--- src/rtl/cmpw_pkg.sv ---
package cmpw_pkg;
    typedef enum logic [1:0] {
        MC_PLAIN  = 2'd0,
        MC_SINGLE = 2'd1,
        MC_DUAL   = 2'd2,
        MC_RSVD   = 2'd3
    } mode_e;

    typedef enum logic [1:0] {
        ACT_NONE   = 2'd0,
        ACT_TOGGLE = 2'd1,
        ACT_LOW    = 2'd2,
        ACT_HIGH   = 2'd3
    } act_e;

    typedef enum logic {
        PIN_LO = 1'b0,
        PIN_HI = 1'b1
    } pin_state_e;

    typedef struct packed {
        logic set_ev;
        logic clr_ev;
        logic tgl_ev;
    } pin_ev_t;
endpackage

--- src/rtl/cmpw_shadow.sv ---
module cmpw_shadow
    import cmpw_pkg::*;
#(
    parameter int CNT_W = 16
) (
    input  logic             clk,
    input  logic             rst_n,
    input  mode_e            mode,
    input  logic             at_top,
    input  logic [CNT_W-1:0] cmp_in,
    output logic [CNT_W-1:0] active
);
    logic load;

    always_comb begin
        load = (mode == MC_PLAIN) || at_top;
    end

    always_ff @(posedge clk) begin
        if (!rst_n)
            active <= '0;
        else if (load)
            active <= cmp_in;
    end

    // outside the plain class, the active value moves only after a top strobe
    a_r9_hold_mid_period: assert property (@(posedge clk) disable iff (!rst_n)
        (mode != MC_PLAIN && !at_top) |=> $stable(active));

    // in the plain class, the active value follows the input one edge later
    a_r8_plain_follow: assert property (@(posedge clk) disable iff (!rst_n)
        (mode == MC_PLAIN) |=> (active == $past(cmp_in)));
endmodule

--- src/rtl/cmpw_decode.sv ---
module cmpw_decode
    import cmpw_pkg::*;
(
    input  mode_e   mode,
    input  act_e    action,
    input  logic    hit,
    input  logic    count_up,
    input  logic    at_bottom,
    output pin_ev_t ev
);
    always_comb begin
        ev = '0;
        unique case (mode)
            MC_PLAIN: begin
                if (hit) begin
                    unique case (action)
                        ACT_NONE:   ;
                        ACT_TOGGLE: ev.tgl_ev = 1'b1;
                        ACT_LOW:    ev.clr_ev = 1'b1;
                        ACT_HIGH:   ev.set_ev = 1'b1;
                    endcase
                end
            end
            MC_SINGLE: begin
                // a match outranks the wrap to zero
                if (hit) begin
                    if (action == ACT_LOW)  ev.clr_ev = 1'b1;
                    if (action == ACT_HIGH) ev.set_ev = 1'b1;
                end else if (at_bottom) begin
                    if (action == ACT_LOW)  ev.set_ev = 1'b1;
                    if (action == ACT_HIGH) ev.clr_ev = 1'b1;
                end
            end
            MC_DUAL: begin
                if (hit) begin
                    if (action == ACT_LOW) begin
                        ev.clr_ev = count_up;
                        ev.set_ev = !count_up;
                    end
                    if (action == ACT_HIGH) begin
                        ev.set_ev = count_up;
                        ev.clr_ev = !count_up;
                    end
                end
            end
            MC_RSVD: ;
        endcase
    end
endmodule

--- src/rtl/cmpw_pin_fsm.sv ---
module cmpw_pin_fsm
    import cmpw_pkg::*;
(
    input  logic    clk,
    input  logic    rst_n,
    input  mode_e   mode,
    input  act_e    action,
    input  logic    hit,
    input  logic    at_bottom,
    input  pin_ev_t ev,
    output logic    pin
);
    pin_state_e state_q, state_d;

    always_comb begin
        state_d = state_q;
        unique case (state_q)
            PIN_LO: if (ev.set_ev || ev.tgl_ev) state_d = PIN_HI;
            PIN_HI: if (ev.clr_ev || ev.tgl_ev) state_d = PIN_LO;
        endcase
    end

    always_ff @(posedge clk) begin
        if (!rst_n)
            state_q <= PIN_LO;
        else
            state_q <= state_d;
    end

    always_comb begin
        pin = (state_q == PIN_HI);
    end

    // plain-class toggle inverts the pin
    a_r3_toggle: assert property (@(posedge clk) disable iff (!rst_n)
        (mode == MC_PLAIN && action == ACT_TOGGLE && hit) |=> (pin != $past(pin)));

    // no-change codes and the reserved class leave the pin alone
    a_r6_hold: assert property (@(posedge clk) disable iff (!rst_n)
        (action == ACT_NONE || mode == MC_RSVD ||
         (mode != MC_PLAIN && action == ACT_TOGGLE)) |=> $stable(pin));

    // single-slope wrap sets the pin for action 10 when no match is present
    a_r4_wrap_set: assert property (@(posedge clk) disable iff (!rst_n)
        (mode == MC_SINGLE && action == ACT_LOW && at_bottom && !hit) |=> pin);

    // a match at the bottom decides the pin
    a_r7_match_wins: assert property (@(posedge clk) disable iff (!rst_n)
        (mode == MC_SINGLE && action == ACT_LOW && at_bottom && hit) |=> !pin);
endmodule

--- src/rtl/cmpw_channel.sv ---
module cmpw_channel
    import cmpw_pkg::*;
#(
    parameter int CNT_W = 16
) (
    input  logic             clk,
    input  logic             rst_n,
    input  logic [CNT_W-1:0] count,
    input  logic             count_up,
    input  logic             at_top,
    input  logic             at_bottom,
    input  mode_e            mode,
    input  act_e             action,
    input  logic [CNT_W-1:0] cmp_in,
    output logic             pin,
    output logic             match
);
    logic [CNT_W-1:0] active;
    logic             hit;
    pin_ev_t          ev;

    cmpw_shadow #(.CNT_W(CNT_W)) u_shadow (
        .clk    (clk),
        .rst_n  (rst_n),
        .mode   (mode),
        .at_top (at_top),
        .cmp_in (cmp_in),
        .active (active)
    );

    always_comb begin
        hit = (count == active);
    end

    cmpw_decode u_decode (
        .mode      (mode),
        .action    (action),
        .hit       (hit),
        .count_up  (count_up),
        .at_bottom (at_bottom),
        .ev        (ev)
    );

    cmpw_pin_fsm u_fsm (
        .clk       (clk),
        .rst_n     (rst_n),
        .mode      (mode),
        .action    (action),
        .hit       (hit),
        .at_bottom (at_bottom),
        .ev        (ev),
        .pin       (pin)
    );

    always_ff @(posedge clk) begin
        if (!rst_n)
            match <= 1'b0;
        else
            match <= hit;
    end

    // a strobe means the count equalled the active value one cycle earlier
    a_r2_match_cause: assert property (@(posedge clk) disable iff (!rst_n)
        match |-> ($past(count) == $past(active)));
endmodule

--- src/rtl/cmp_wave_gen.sv ---
module cmp_wave_gen
    import cmpw_pkg::*;
#(
    parameter int CNT_W = 16
) (
    input  logic             clk,
    input  logic             rst_n,
    input  logic [CNT_W-1:0] count,
    input  logic             count_up,
    input  logic             at_top,
    input  logic             at_bottom,
    input  logic [1:0]       mode,
    input  logic [1:0]       act_a,
    input  logic [1:0]       act_b,
    input  logic [1:0]       act_c,
    input  logic [CNT_W-1:0] cmp_a,
    input  logic [CNT_W-1:0] cmp_b,
    input  logic [CNT_W-1:0] cmp_c,
    output logic             wave_a,
    output logic             wave_b,
    output logic             wave_c,
    output logic             match_a,
    output logic             match_b,
    output logic             match_c
);
    localparam int N_CH = 3;

    logic [N_CH-1:0][1:0]       act_v;
    logic [N_CH-1:0][CNT_W-1:0] cmp_v;
    logic [N_CH-1:0]            wave_v;
    logic [N_CH-1:0]            match_v;
    mode_e                      mode_t;

    always_comb begin
        mode_t   = mode_e'(mode);
        act_v[0] = act_a;
        act_v[1] = act_b;
        act_v[2] = act_c;
        cmp_v[0] = cmp_a;
        cmp_v[1] = cmp_b;
        cmp_v[2] = cmp_c;
    end

    for (genvar g = 0; g < N_CH; g++) begin : g_ch
        cmpw_channel #(.CNT_W(CNT_W)) u_ch (
            .clk       (clk),
            .rst_n     (rst_n),
            .count     (count),
            .count_up  (count_up),
            .at_top    (at_top),
            .at_bottom (at_bottom),
            .mode      (mode_t),
            .action    (act_e'(act_v[g])),
            .cmp_in    (cmp_v[g]),
            .pin       (wave_v[g]),
            .match     (match_v[g])
        );
    end

    always_comb begin
        wave_a  = wave_v[0];
        wave_b  = wave_v[1];
        wave_c  = wave_v[2];
        match_a = match_v[0];
        match_b = match_v[1];
        match_c = match_v[2];
    end
endmodule

--- config.mk ---
export PLATFORM = sky130hd
export DESIGN_NAME = cmp_wave_gen
export DESIGN_NICKNAME = d
export VERILOG_FILES = /design/src/rtl/cmpw_pkg.sv /design/src/rtl/cmpw_shadow.sv /design/src/rtl/cmpw_decode.sv /design/src/rtl/cmpw_pin_fsm.sv /design/src/rtl/cmpw_channel.sv /design/src/rtl/cmp_wave_gen.sv
export SDC_FILE = /design/constraint.sdc
export NUM_CORES = 1
export LEC_CHECK = 0
export BUFFER_PORTS_ARGS = -buffer_cell sky130_fd_sc_hd__buf_4
export CORE_ASPECT_RATIO = 2
export CORE_MARGIN = 8
export CORE_UTILIZATION = 51
export DETAILED_ROUTE_END_ITERATION = 10
export MAX_ROUTING_LAYER = met4
export PLACE_DENSITY_LB_ADDON = 0.08
export SYNTH_ARGS = -nofsm -noshare
export SYNTH_HDL_FRONTEND = slang
export SYNTH_SLANG_ARGS = --single-unit
--- constraint.sdc ---
create_clock -name clk -period 1.6 [get_ports clk]
set_clock_uncertainty 0.05 [all_clocks]
set_input_delay 0.48 -clock clk [delete_from_list [all_inputs] [get_ports clk]]
set_output_delay 0.48 -clock clk [all_outputs]
set_load 0.03 [all_outputs]
; ---- Word-level counts from Yosys, hierarchy flattened
; Cells that the tools add are included.
[word_totals]
regBits = 54
inputBits = 77
elab_cells = 77
[classes]
eq_ne = 14
n_mux = 42
bitwise_logic = 3
reduce_logical = 9
[op_table]
columns = cell, n
row1 = $eq 16x16->1, 3
row2 = $mux 2, 15
row3 = $mux 1, 18
row4 = $pmux 2 s3, 3
row5 = $eq 2x2->1 const B, 7
row6 = $mux 3, 3
row7 = $eq 2x1->1 const B, 4
row8 = $logic_or 1x1->1, 7
row9 = $pmux 1 s2, 3
row10 = $not 1->1, 3
row11 = $logic_not 2->1, 1
row12 = $logic_not 1->1, 1

; ---- Depth between registers and ports, before layout
; Gate-level depths: netlist of the first run.
[depth]
word_depth = 8
ltp_mapped = 7

; ---- Hierarchy
; From an unflattened synthesis of the first run, not the netlist that was laid out.
[unflattened]
hier_cells = 336
hier_area_um2 = 3021.6
[modules_own_cells]
columns = mod, n_inst, cells_each, area_each_um2, seq_area_each_um2
row1 = cmpw_shadow, 3, 70, 655.6, 320.3
row2 = cmpw_channel, 3, 23, 203.9, 20.0
row3 = cmpw_decode, 3, 15, 103.8, 0.0
row4 = cmpw_pin_fsm, 3, 4, 43.8, 20.0

; ---- Worst setup path after synthesis of the first run
; OpenSTA, ideal clock, no wires.
[synth_timing]
kind = input-to-reg
from = in mode[0]
to = reg g_ch[2].u_ch.u_fsm.state_q
arrival_time_ns = 1.360
setup_slack_ns = 0.074
stages = 6
path_buffers = 1
cell_sequence = buf_4 > and3b_1 > nand2_1 > nor2_1 > a211o_1 > and3_1
[synth_between]
elab_chain_len = 5
[synth_rtl]
columns = item, line_no
row1 = from (decl), cmp_wave_gen.sv:12  ; input logic [1:0] mode,
row2 = $eq 2x2->1 (tied with other cells), cmpw_decode.sv:13  ; unique case (mode)
row3 = $pmux 2 s3 or $mux 1 (tied branches), cmpw_decode.sv:13
row4 = $logic_or 1x1->1 (on tied branches), "cmpw_pin_fsm.sv:19, cmpw_pin_fsm.sv:18"
row5 = $mux 1 (on tied branches), "cmpw_pin_fsm.sv:19, cmpw_pin_fsm.sv:18"
row6 = $pmux 1 s2 *, cmpw_pin_fsm.sv:17  ; unique case (state_q)
row7 = to (signal assigned), cmpw_pin_fsm.sv:27  ; state_q <= state_d;
row8 = to (decl), cmpw_pin_fsm.sv:13  ; pin_state_e state_q, state_d;
; Every way passes the cells marked *; elsewhere a longest branch is shown, timed or not.
; A chain may end at the register's enable or synchronous reset.

; ---- Worst setup path after layout of the first run
[layout_timing]
from = reg g_ch[2].u_ch.u_shadow.active[3]
to = reg g_ch[2].u_ch.u_fsm.state_q
[layout_between]
elab_chain_len = 6
[layout_rtl]
columns = item, line_no
row1 = from (decl), cmpw_shadow.sv:11  ; output logic [CNT_W-1:0] active
row2 = from (signal assigned), cmpw_shadow.sv:23  ; active <= cmp_in;
row3 = $eq 16x16->1 *, cmpw_channel.sv:32  ; hit = (count == active);
row4 = $mux 2 (tied with other cells), cmpw_decode.sv:35  ; if (hit) begin
row5 = $pmux 2 s3 or $mux 1 (tied branches), cmpw_decode.sv:13
row6 = $logic_or 1x1->1 (on tied branches), "cmpw_pin_fsm.sv:19, cmpw_pin_fsm.sv:18"
row7 = $mux 1 (on tied branches), "cmpw_pin_fsm.sv:19, cmpw_pin_fsm.sv:18"
row8 = $pmux 1 s2 *, cmpw_pin_fsm.sv:17
; Marks and branches as above.

==> results of run 1 <==
[cell usage after synthesis, types with 3 or more instances]
| master | n | share of area [%] |
|---|---|---|
| a21boi_0 | 28 | 7.8 |
| a21boi_1 | 20 | 5.6 |
| a21oi_1 | 11 | 2.1 |
| and2_1 | 3 | 0.70 |
| buf_2 | 3 | 0.56 |
| buf_4 | 6 | 1.7 |
| clkbuf_1 | 7 | 0.98 |
| dfxtp_1 | 54 | 40 |
| nand2_1 | 100 | 14 |
| nand4_1 | 12 | 2.8 |
| nor2_1 | 6 | 0.84 |
| nor4_2 | 3 | 1.4 |
| o21ai_1 | 4 | 0.75 |
| xnor2_1 | 48 | 16 |
[what timing repair did]
| item | 4_1_cts | 5_1_grt |
|---|---|---|
| hold buffers | 0 | 0 |
| gates resized for setup | 0 | 4 |
| endpoints found under the hold margin | 0 | 0 |
| setup endpoints to repair | 0 | 3 |
[sequential cells by signal, summed over array words and instances, names as in the netlist]
signal	flops
g_ch.u_ch.match	3
g_ch.u_ch.u_fsm.pin	3
g_ch.u_ch.u_shadow.active	48
[final timing paths]
| kind | startpoint | slack, ns | to |
|---|---|---|---|
| max | g_ch[2].u_ch.u_shadow.active[3] | 0.10 | g_ch[2].u_ch.u_fsm.pin |
| min | cmp_b[5] | 0.35 | g_ch[1].u_ch.u_shadow.active[5] |
| max reg2reg | g_ch[2].u_ch.u_shadow.active[3] | 0.10 | g_ch[2].u_ch.u_fsm.pin |
| min reg2reg | g_ch[2].u_ch.u_shadow.active[10] | 0.41 | g_ch[2].u_ch.u_shadow.active[10] |
[cell type report]
cell class,count,area (um^2)
multi-input combinational,251,1550
fill,456,1520
sequential,54,1080
timing repair buffer,98,773
clock buffer,7,86.3
tap,58,72.6
clock inverter,1,5.00
inverter,1,3.75
[per-layer routing]
layer	GRT usage, %	vias up	part of all wire, %
met4	8.30	0	2.8
li1	-	1256	-
met3	4.73	15	6.3
met1	21.8	1099	39
met5	-	-	0
met2	34.8	77	52
[through the flow]
stage / setup TNS [ns] / hold WS [ns] / instances / power [mW]
after floorplan: 0 / 0.393 / 322 / 1.81
after global placement: -0.398 / 0.400 / 462 / 2.09
after detailed placement: -2.68 / 0.404 / 462 / 2.10
after CTS: 0 / 0.343 / 470 / 2.89
after global routing: 0 / 0.348 / 470 / 3.01
final: 0 / 0.354 / 470 / 2.86
[worst max-delay path: stages (launching register included)]
cell	delay [ns]
dfxtp_1	0.33
xnor2_1	0.17
nand4_1	0.17
nor4_4	0.35
o211ai_1	0.15
and3_1	0.19
[cell families after synthesis]
family                 after synthesis
AND/OR/NAND/NOR                    130
AO/OA/AOI/OAI                       73
flip-flops                          54
XOR/XNOR                            48
buffers and inverters               17
[report_power, final]
part           internal, mW  switching [mW]  leakage (nW)
Sequential             1.42          0.0598         0.446
Combinational         0.331           0.265          1.02
Clock                 0.350           0.431        0.0482
[cells in the final DEF (no fill, tap or decap)]
master    netlist  routed
a211o_1         1       1
a21boi_0       28      28
a21boi_1       20      20
a21o_1          2       2
a21oi_1        11      11
a222oi_1        2       2
a31oi_1         2       2
and2_1          3       3
and3_1          1       1
and3b_1         1       1
buf_12          0       3
buf_4           6      95
clkbuf_1        7       1
clkbuf_8        0       6
clkinv_2        0       1
dfxtp_1        54      54
inv_2           1       1
nand2_1       100     100
nand4_1        12      12
nor2_1          6       5
nor2_2          0       1
nor2b_1         2       2
nor3_2          1       1
nor4_4          0       3
o211a_1         1       1
o211ai_1        2       2
o21ai_1         4       4
or2_1           1       1
xnor2_1        48      47
xnor2_2         0       1
==> out/results.ini, run 1 <==
[power]
p_leak_nw=1.52
power.density_nw_per_um2=801
max-vdd-ir-drop_mv=0.982

[place]
dp_hpwl_um=5950
place_ws_ns=-0.221
dpl_cell_area_um2=3440
port_buffers=82
place.gp.congestion=0.870

[drt]
routed_via_density=5.21
drc=0
drtAntennaViolNets=0
dr.pass1.iters=4
drtIter0Drc=99
routed_wl_um=7550
via_count=2447
avgRoutedWirePerCell_um=16.1

[logic_synthesis]
syn-cell-area_um2=2680
synth.area.mux_share_pct=0
synth_top_family_by_area=simple AND/OR/NAND/NOR gates
avgSynthCellArea_um2=8.33
ys.flop_type=dfxtp_1
synth_simple_gate_area_share_pct=21.4
synthAdderAreaFrac_pct=0
synth_cells=322
synth-edff-count=0
ys_ff_latch=54
synth_cell_types=26
yosysWarnings=0
synth_xor_area_share_pct=15.7
syn-num-nets=399
synth_compound_area_share_pct=19.3
synthArstFlopShare_pct=0
yosysSeqAreaShare_pct=40.3

[floorplan]
start_util_pct=52.7
die_w_um=67.3
placementRows=37
core_um2=5090
die-area_um2=7970
pin_count=83
die_h_um=119

[grt]
grt_pass1_wl_um=12500
grt_pass1_vias=2624
grt_max_degree=55
grt_overflow_total=0
antenna_found_initial=0
gr-usage-all-layers_pct=20.5

[cts]
cts_root_buf=clkbuf_8
cts_tree=done
clkSlewWorstSetupHoldPaths_ns=0.09
cts_setup_buffers=0
cts.htree.levels=2
clock_latency_ns=0.31
clockBufferDepth=2
cts_sinks=54
cts_made_buffers=5

[sta]
setup_violations=0
drv_slew=0
final.min_clock_period_ns=1.50
relSlewSlack_pct=70.8
setup_ws_ns=0.103
fmax_mhz=668
rsz0062_at_grt=false
final_hold_viol_count=0
fin_crit_sh_pct=93.6
worst_slew_pin_slew_ns=0.438

[finish]
synthToLayoutAreaGrowth_pct=33.1
design_area_um2=3570
fin_nets=488
drive_gt1_share_pct=27.2
n_antenna_cell=0
final_util_pct=70.1

[worst_hold_path]
min_path_type=in -> reg
min_path_cells=3

[critical_path]
worstSetupPathType=reg -> reg
startpoint_type=flip-flop
critPathMaxFanout=3
worstSetupEndpointType=flip-flop
ff2ff_path_depth=5
critPathRequiredTime_ns=1.77
critPathArrivalTime_ns=1.66

[run_status]
status=finished clean

[flow_run]
drv_cap=0

No activity file was read; power rests on OpenSTA's default activity.
==> run 2, diff against run 1 <==
- ABC_AREA: default -> 1
- CORE_UTILIZATION: 51 -> 52
==> run 2 against run 1 <==
Routed wire length down 6.9%. Synthesized cell count grew 41%. Global-route usage shrank 3.9 points. Synthesized area grew 9.8%. Core utilization decreased by 1.6 points. Largest power group unchanged. Highest routed layer unchanged.
==> out/results.ini, run 2 <==
[sta]
worst_slew_pin_slew_ns=0.410  ; -0.0274 ns
relSlewSlack_pct=72.6  ; +1.8 points
fin_crit_sh_pct=89.9  ; -3.6 points
hold_slack_ns=0.389  ; +0.0352 ns
drv_slew=0  ; unchanged
final.min_clock_period_ns=1.44  ; -0.0579 ns
final_hold_viol_count=0  ; unchanged
fmax_mhz=695  ; +4.0%
setup_violations=0  ; unchanged
rsz0062_at_grt=true
setup_ws_ns=0.161  ; +0.0579 ns

[critical_path]
worstSetupEndpointType=flip-flop
critPathMaxFanout=4  ; +1
cpPeakStageDelay_ns=0.32  ; -0.03 ns
rr_endpoint=g_ch[1].u_ch.u_fsm.pin
critPathArrivalTime_ns=1.58  ; -0.08 ns
critPathRequiredTime_ns=1.74  ; -0.03 ns
startpoint_type=flip-flop
cp-startpoint=g_ch[1].u_ch.u_shadow.active[13]
r2r-start=g_ch[1].u_ch.u_shadow.active[13]
ff2ff_path_depth=9  ; +4
slowest_stage=dfxtp_1
endpoint=g_ch[1].u_ch.u_fsm.pin
worstSetupPathType=reg -> reg
crit_top_cell=nand2_1
reg2reg_slack_ns=0.16  ; +0.06 ns
cp_cell_sequence=xor2_1 > nor2_1 > nand2_1 > nor2_4 > nand2_1 > nand2_1 > nand3_1 > a21oi_1 > nor2_1

[floorplan]
pin_count=83  ; unchanged
placementRows=39  ; +5.4%
core_um2=5610  ; +10%
die-area_um2=8470  ; +6.3%
start_util_pct=52.5  ; -0.17 points
die_w_um=69.2  ; +2.9%
die_h_um=122  ; +3.3%

[grt]
grtUsageMet3_pct=3.40  ; -1.3 points
gr-usage-all-layers_pct=16.6  ; -3.9 points
gr-max-usage-layer=met2
grt_overflow_total=0  ; unchanged
grt_pass1_wl_um=11600  ; -7.3%
antenna_found_initial=0  ; unchanged
grt_pass1_vias=2688  ; +2.4%
grt_max_degree=52  ; -5.5%
met2_usage_pct=28.8  ; -6.0 points
grtUsageMet1_pct=19.0  ; -2.8 points

[finish]
largest_register_ffs=48  ; unchanged
drive_gt1_share_pct=22.2  ; -4.9 points
layout_commonest_cell=nor2_1
fin_nets=611  ; +25%
n_antenna_cell=0  ; unchanged
mostFrequentLayoutCells=nor2_1, nand2_1, buf_4
nFillCells=536  ; +18%
synthToLayoutAreaGrowth_pct=30.5
top_register=g_ch.u_ch.u_shadow.active

[run_status]
status=finished clean

[worst_hold_path]
min_path_type=in -> reg

[logic_synthesis]
yosysSeqAreaShare_pct=36.7  ; -3.6 points
avgSynthCellArea_um2=6.49  ; -22%
syn-num-nets=531  ; +33%
synth_cell_types=25  ; -3.8%
synth-edff-count=0  ; unchanged
synthTopCellsByCount=nor2_1, nand2_1, dfxtp_1
yosysWarnings=0  ; unchanged
synth_cells=454  ; +41%
synth_simple_gate_area_share_pct=31.4  ; +10 points
ys.flop_type=dfxtp_1
syn-cell-area_um2=2950  ; +9.8%
synth.area.mux_share_pct=0  ; unchanged
synth_xor_area_share_pct=9.52  ; -6.2 points
synthAdderAreaFrac_pct=0  ; unchanged
synth_top_area_cell=dfxtp_1
synth_compound_area_share_pct=14.1  ; -5.2 points
synth_top_family_by_area=simple AND/OR/NAND/NOR gates
synth_most_common_cell=nor2_1
yosysTopAreaCellShare_pct=36.7  ; -3.6 points
synthArstFlopShare_pct=0  ; unchanged
ys_ff_latch=54  ; unchanged
synthTopCellsByArea=dfxtp_1, nor2_1, nand2_1, xor2_1, o21ai_0

[cts]
cts_setup_buffers=0  ; unchanged
ctsHoldBuffers=0  ; unchanged
cts_made_buffers=5  ; unchanged
cts_root_buf=clkbuf_16
cts.htree.levels=2  ; unchanged
clock_latency_ns=0.29  ; -0.02 ns
cts_sinks=54  ; unchanged
post_cts_resized=0  ; unchanged
clockBufferDepth=2  ; unchanged
cts_tree=done
clkSlewWorstSetupHoldPaths_ns=0.07  ; -0.02 ns

[flow_run]
drv_cap=0  ; unchanged

[drt]
drtIter0Drc=173  ; +75%
routed_via_density=4.90  ; -5.9%
routed_wl_um=7030  ; -6.9%
via_count=2919  ; +19%
dr.pass1.iters=4  ; unchanged
drtAntennaViolNets=0  ; unchanged
drc=0  ; unchanged
avgRoutedWirePerCell_um=11.8  ; -27%

[power]
power_mw=3.34  ; +17%
p_leak_nw=1.95  ; +29%
max-vdd-ir-drop_mv=0.980  ; -0.24%
power.density_nw_per_um2=869  ; +8.5%

[place]
port_buffers=82  ; unchanged
place_ws_ns=-0.187  ; +0.0341 ns
dp_hpwl_um=5420  ; -9.0%
place.gp.congestion=0.849  ; -2.4%

## run 2: cell types whose count changed after synthesis, sizes merged, moves of 15 or more
cell | before | now
nor2 | 6 | 117
xor2 | 0 | 32
xnor2 | 48 | 0
o21ai | 4 | 55
nand3 | 0 | 15
inv | 1 | 47
a21boi | 48 | 0
## run 2: critical path, delay by kind of cell, from the launching register on
family | cells | cell delay, ns
AOI/OAI and AO/OA | 1 | 0.14
DFF | 1 | 0.32
xor gates and xnor gates | 1 | 0.17
and+or+nand+nor | 7 | 0.67
## run 2: report_power, final
part / switching, mW / internal, mW
registers: 0.0559 / 1.44
logic: 0.320 / 0.300
clock network: 0.483 / 0.741
total: 0.859 / 2.48
## run 2: routing by layer
metal,part of all wire [%],routed length [um],up-vias
met5,0,0,-
met4,1.1,76,0
met3,5.2,363,7
met1,43,3050,1269
li1,-,-,1572
met2,50,3540,71
## run 2: area by class of cell
| cell class | instances | area, um^2 | share of cell area, % |
|---|---|---|---|
| Inverter | 47 | 176 | 4.59 |
| Multi-Input combinational cell | 337 | 1640 | 42.6 |
| Timing Repair Buffer | 89 | 706 | 18.4 |
| Clock inverter | 3 | 43.8 | 1.14 |
| Clock buffer | 5 | 125 | 3.25 |
| Sequential cell | 54 | 1080 | 28.1 |
| Tap cell | 61 | 76.3 | 1.99 |
## run 2: kinds of logic after synthesis
kind of cell              Yosys count
DFF                                54
xor gates and xnor gates           32
AOI/OAI and AO/OA                  79
buffers and inverters              63
and+or+nand+nor                   226
## run 2: worst min path at each step
| stage | slack (ns) | cells past startpoint | end | start |
|---|---|---|---|---|
| after CTS | 0.39 | 3 | g_ch[0].u_ch.u_shadow.active[8] | cmp_a[8] |
| after detailed placement | 0.41 | 2 | g_ch[0].u_ch.u_shadow.active[3] | g_ch[0].u_ch.u_shadow.active[3] |
| after floorplan | 0.39 | 2 | g_ch[0].u_ch.u_shadow.active[3] | g_ch[0].u_ch.u_shadow.active[3] |
| after global placement | 0.41 | 2 | g_ch[2].u_ch.u_shadow.active[12] | g_ch[2].u_ch.u_shadow.active[12] |
| final | 0.39 | 3 | g_ch[0].u_ch.u_shadow.active[6] | cmp_a[6] |
| after global routing | 0.38 | 3 | g_ch[0].u_ch.u_shadow.active[7] | cmp_a[7] |
## run 2: metrics by stage
step                cell area, um^2  instances  util (%)  setup TNS (ns)
detailed placement             3660        588      65.2          -0.454
floorplan                      2950        454         -               0
global placement               3660        588      65.2          -0.405
CTS                            3830        596      68.2               0
global route                   3840        596      68.5         -0.0147
finish                         3840        596      68.5               0
==> run 3, diff against run 2 <==
- PLACE_DENSITY_LB_ADDON: 0.08 -> 0.15
==> run 3 against run 2 <==
Core utilization fell by 0.40 points. Worst setup slack got worse by 0.028 ns. Sequential cell count did not move. Largest power group unchanged. Hold slack better by 0.0038 ns. Largest cell class unchanged. Register-to-register slack worse by 0.03 ns. Sequential share of layout area increased by 0.20 points. Power is 1.1% lower. Fmax fell by 1.9%. Count of clock-buffer cells in the layout is 1 higher.
==> out/results.ini, run 3 (same netlist as run 2, synthesis figures left out) <==
[grt]
antenna_found_initial=0  ; unchanged
gr-usage-all-layers_pct=16.9  ; +0.33 points
grt_pass1_wl_um=11900  ; +2.4%
grt_overflow_total=0  ; unchanged
grt_pass1_vias=2796  ; +4.0%
grt_max_degree=52  ; unchanged

[drt]
via_count=2940  ; +0.72%
dr.pass1.iters=4  ; unchanged
drtIter0Drc=187  ; +8.1%
avgRoutedWirePerCell_um=12.1  ; +2.3%
routed_via_density=4.92  ; +0.55%
drtAntennaViolNets=0  ; unchanged
drc=0  ; unchanged
routed_wl_um=7200  ; +2.4%

[power]
p_leak_nw=1.94  ; -0.80%
power_mw=3.30  ; -1.1%
max-vdd-ir-drop_mv=1.02  ; +4.0%
power.density_nw_per_um2=865  ; -0.47%

[place]
place.gp.congestion=0.866  ; +2.0%
dpl_cell_area_um2=3620  ; -1.0%
port_buffers=82  ; unchanged
dp_hpwl_um=5490  ; +1.4%

[finish]
largest_register_ffs=48  ; unchanged
top_register=g_ch.u_ch.u_shadow.active
drive_gt1_share_pct=22.6  ; +0.33 points
nFillCells=533  ; -0.56%
design_area_um2=3820  ; -0.59%
layout_commonest_cell=nor2_1
fin_nets=612  ; +0.16%
synthToLayoutAreaGrowth_pct=29.8
n_antenna_cell=0  ; unchanged
mostFrequentLayoutCells=nor2_1, buf_4, nand2_1

[critical_path]
rr_endpoint=g_ch[1].u_ch.u_fsm.pin
slowest_stage=dfxtp_1
worstSetupPathType=reg -> reg
ff2ff_path_depth=10  ; +1
critPathRequiredTime_ns=1.74  ; about the same
crit_top_cell=nand2_1
startpoint_type=flip-flop
worstSetupEndpointType=flip-flop
cp_cell_sequence=xor2_1 > nor2_1 > nand2_1 > nor2_4 > buf_4 > nand3_1 > nand3_1 > nand2_1 > nand2_1 > nor2_1
critPathMaxFanout=4  ; unchanged
r2r-start=g_ch[1].u_ch.u_shadow.active[10]
cpPeakStageDelay_ns=0.32  ; about the same
reg2reg_slack_ns=0.13  ; -0.03 ns
critPathArrivalTime_ns=1.60  ; +0.02 ns

[worst_hold_path]
min_path_cells=3  ; unchanged
min_to=g_ch[1].u_ch.u_shadow.active[3]
min_path_type=in -> reg
hp-start=cmp_b[3]

[floorplan]
die_w_um=69.2  ; unchanged
die-area_um2=8470  ; unchanged
core_um2=5610  ; unchanged
start_util_pct=52.5  ; unchanged
placementRows=39  ; unchanged
die_h_um=122  ; unchanged
pin_count=83  ; unchanged

[sta]
worst_slew_pin_slew_ns=0.560  ; +0.150 ns
hold_slack_ns=0.393  ; +0.00377 ns
fin_setup_tns_ns=0  ; unchanged
final.min_clock_period_ns=1.47  ; +0.0279 ns
drv_slew=0  ; unchanged
relSlewSlack_pct=62.6  ; -10 points
fin_crit_sh_pct=91.7  ; +1.7 points
fmax_mhz=682  ; -1.9%
final_hold_viol_count=0  ; unchanged
setup_violations=0  ; unchanged

[cts]
cts_made_buffers=5  ; unchanged
clock_latency_ns=0.28  ; about the same
cts.htree.levels=2  ; unchanged
cts_sinks=54  ; unchanged
cts_tree=done
clkSlewWorstSetupHoldPaths_ns=0.07  ; about the same
cts_root_buf=clkbuf_16
clockBufferDepth=2  ; unchanged

[flow_run]
drv_cap=0  ; unchanged

[run_status]
status=finished clean

-- run 3: power breakdown --
| part | total (mW) | switching [mW] | internal [mW] |
|---|---|---|---|
| Clock | 1.20 | 0.462 | 0.739 |
| Sequential | 1.50 | 0.0565 | 1.44 |
| Combinational | 0.606 | 0.321 | 0.285 |
| Total | 3.30 | 0.840 | 2.47 |
-- run 3: timing repair --
item,4_1_cts,5_1_grt
buffers inserted,0,1
hold buffers,0,0
resized for setup,0,7
setup endpoints to repair,0,2
-- run 3: worst max path at each step --
stage	cells after the start	slack [ns]	end	startpoint
2_1_floorplan	9	0.17	g_ch[2].u_ch.u_fsm.pin	mode[1]
3_3_place_gp	10	-0.18	g_ch[1].u_ch.u_fsm.pin	count[13]
3_5_place_dp	10	-0.19	g_ch[1].u_ch.u_fsm.pin	count[13]
4_1_cts	9	0.09	g_ch[1].u_ch.u_fsm.pin	g_ch[1].u_ch.u_shadow.active[13]
5_1_grt	10	-0.03	g_ch[1].u_ch.u_fsm.pin	g_ch[1].u_ch.u_shadow.active[10]
6_report	10	0.13	g_ch[1].u_ch.u_fsm.pin	g_ch[1].u_ch.u_shadow.active[10]
-- run 3: layout make-up --
type	count	area (um^2)	area share [%]
multi-input combinational	337	1650	43.0
sequential	54	1080	28.3
timing repair buffer	90	676	17.7
inverter	47	176	4.62
clock buffer	6	129	3.37
tap	61	76.3	2.00
clock inverter	2	37.5	0.982
-- run 3: layer usage --
metal | track usage, % | vias to the layer above | share of wire (%)
met4 | 4.39 | 0 | 1.0
met5 | - | - | 0
li1 | - | 1572 | -
met3 | 3.32 | 6 | 5.1
met2 | 29.6 | 79 | 51
met1 | 19.2 | 1283 | 43
-- run 3: critical path, delay by kind of cell (launching register included) --
kind          cells  cell delay (ns)
xor+xnor          1             0.16
flops             1             0.32
simple gates      8             0.70
buf+inv           1             0.12
-- run 3: through the flow --
step / cells / setup WS (ns) / util (%)
after floorplan: 454 / 0.168 / -
after global placement: 588 / -0.177 / 64.5
after detailed placement: 588 / -0.187 / 64.5
after CTS: 596 / 0.0895 / 67.5
after global routing: 597 / -0.0332 / 68.1
final: 597 / 0.133 / 68.1
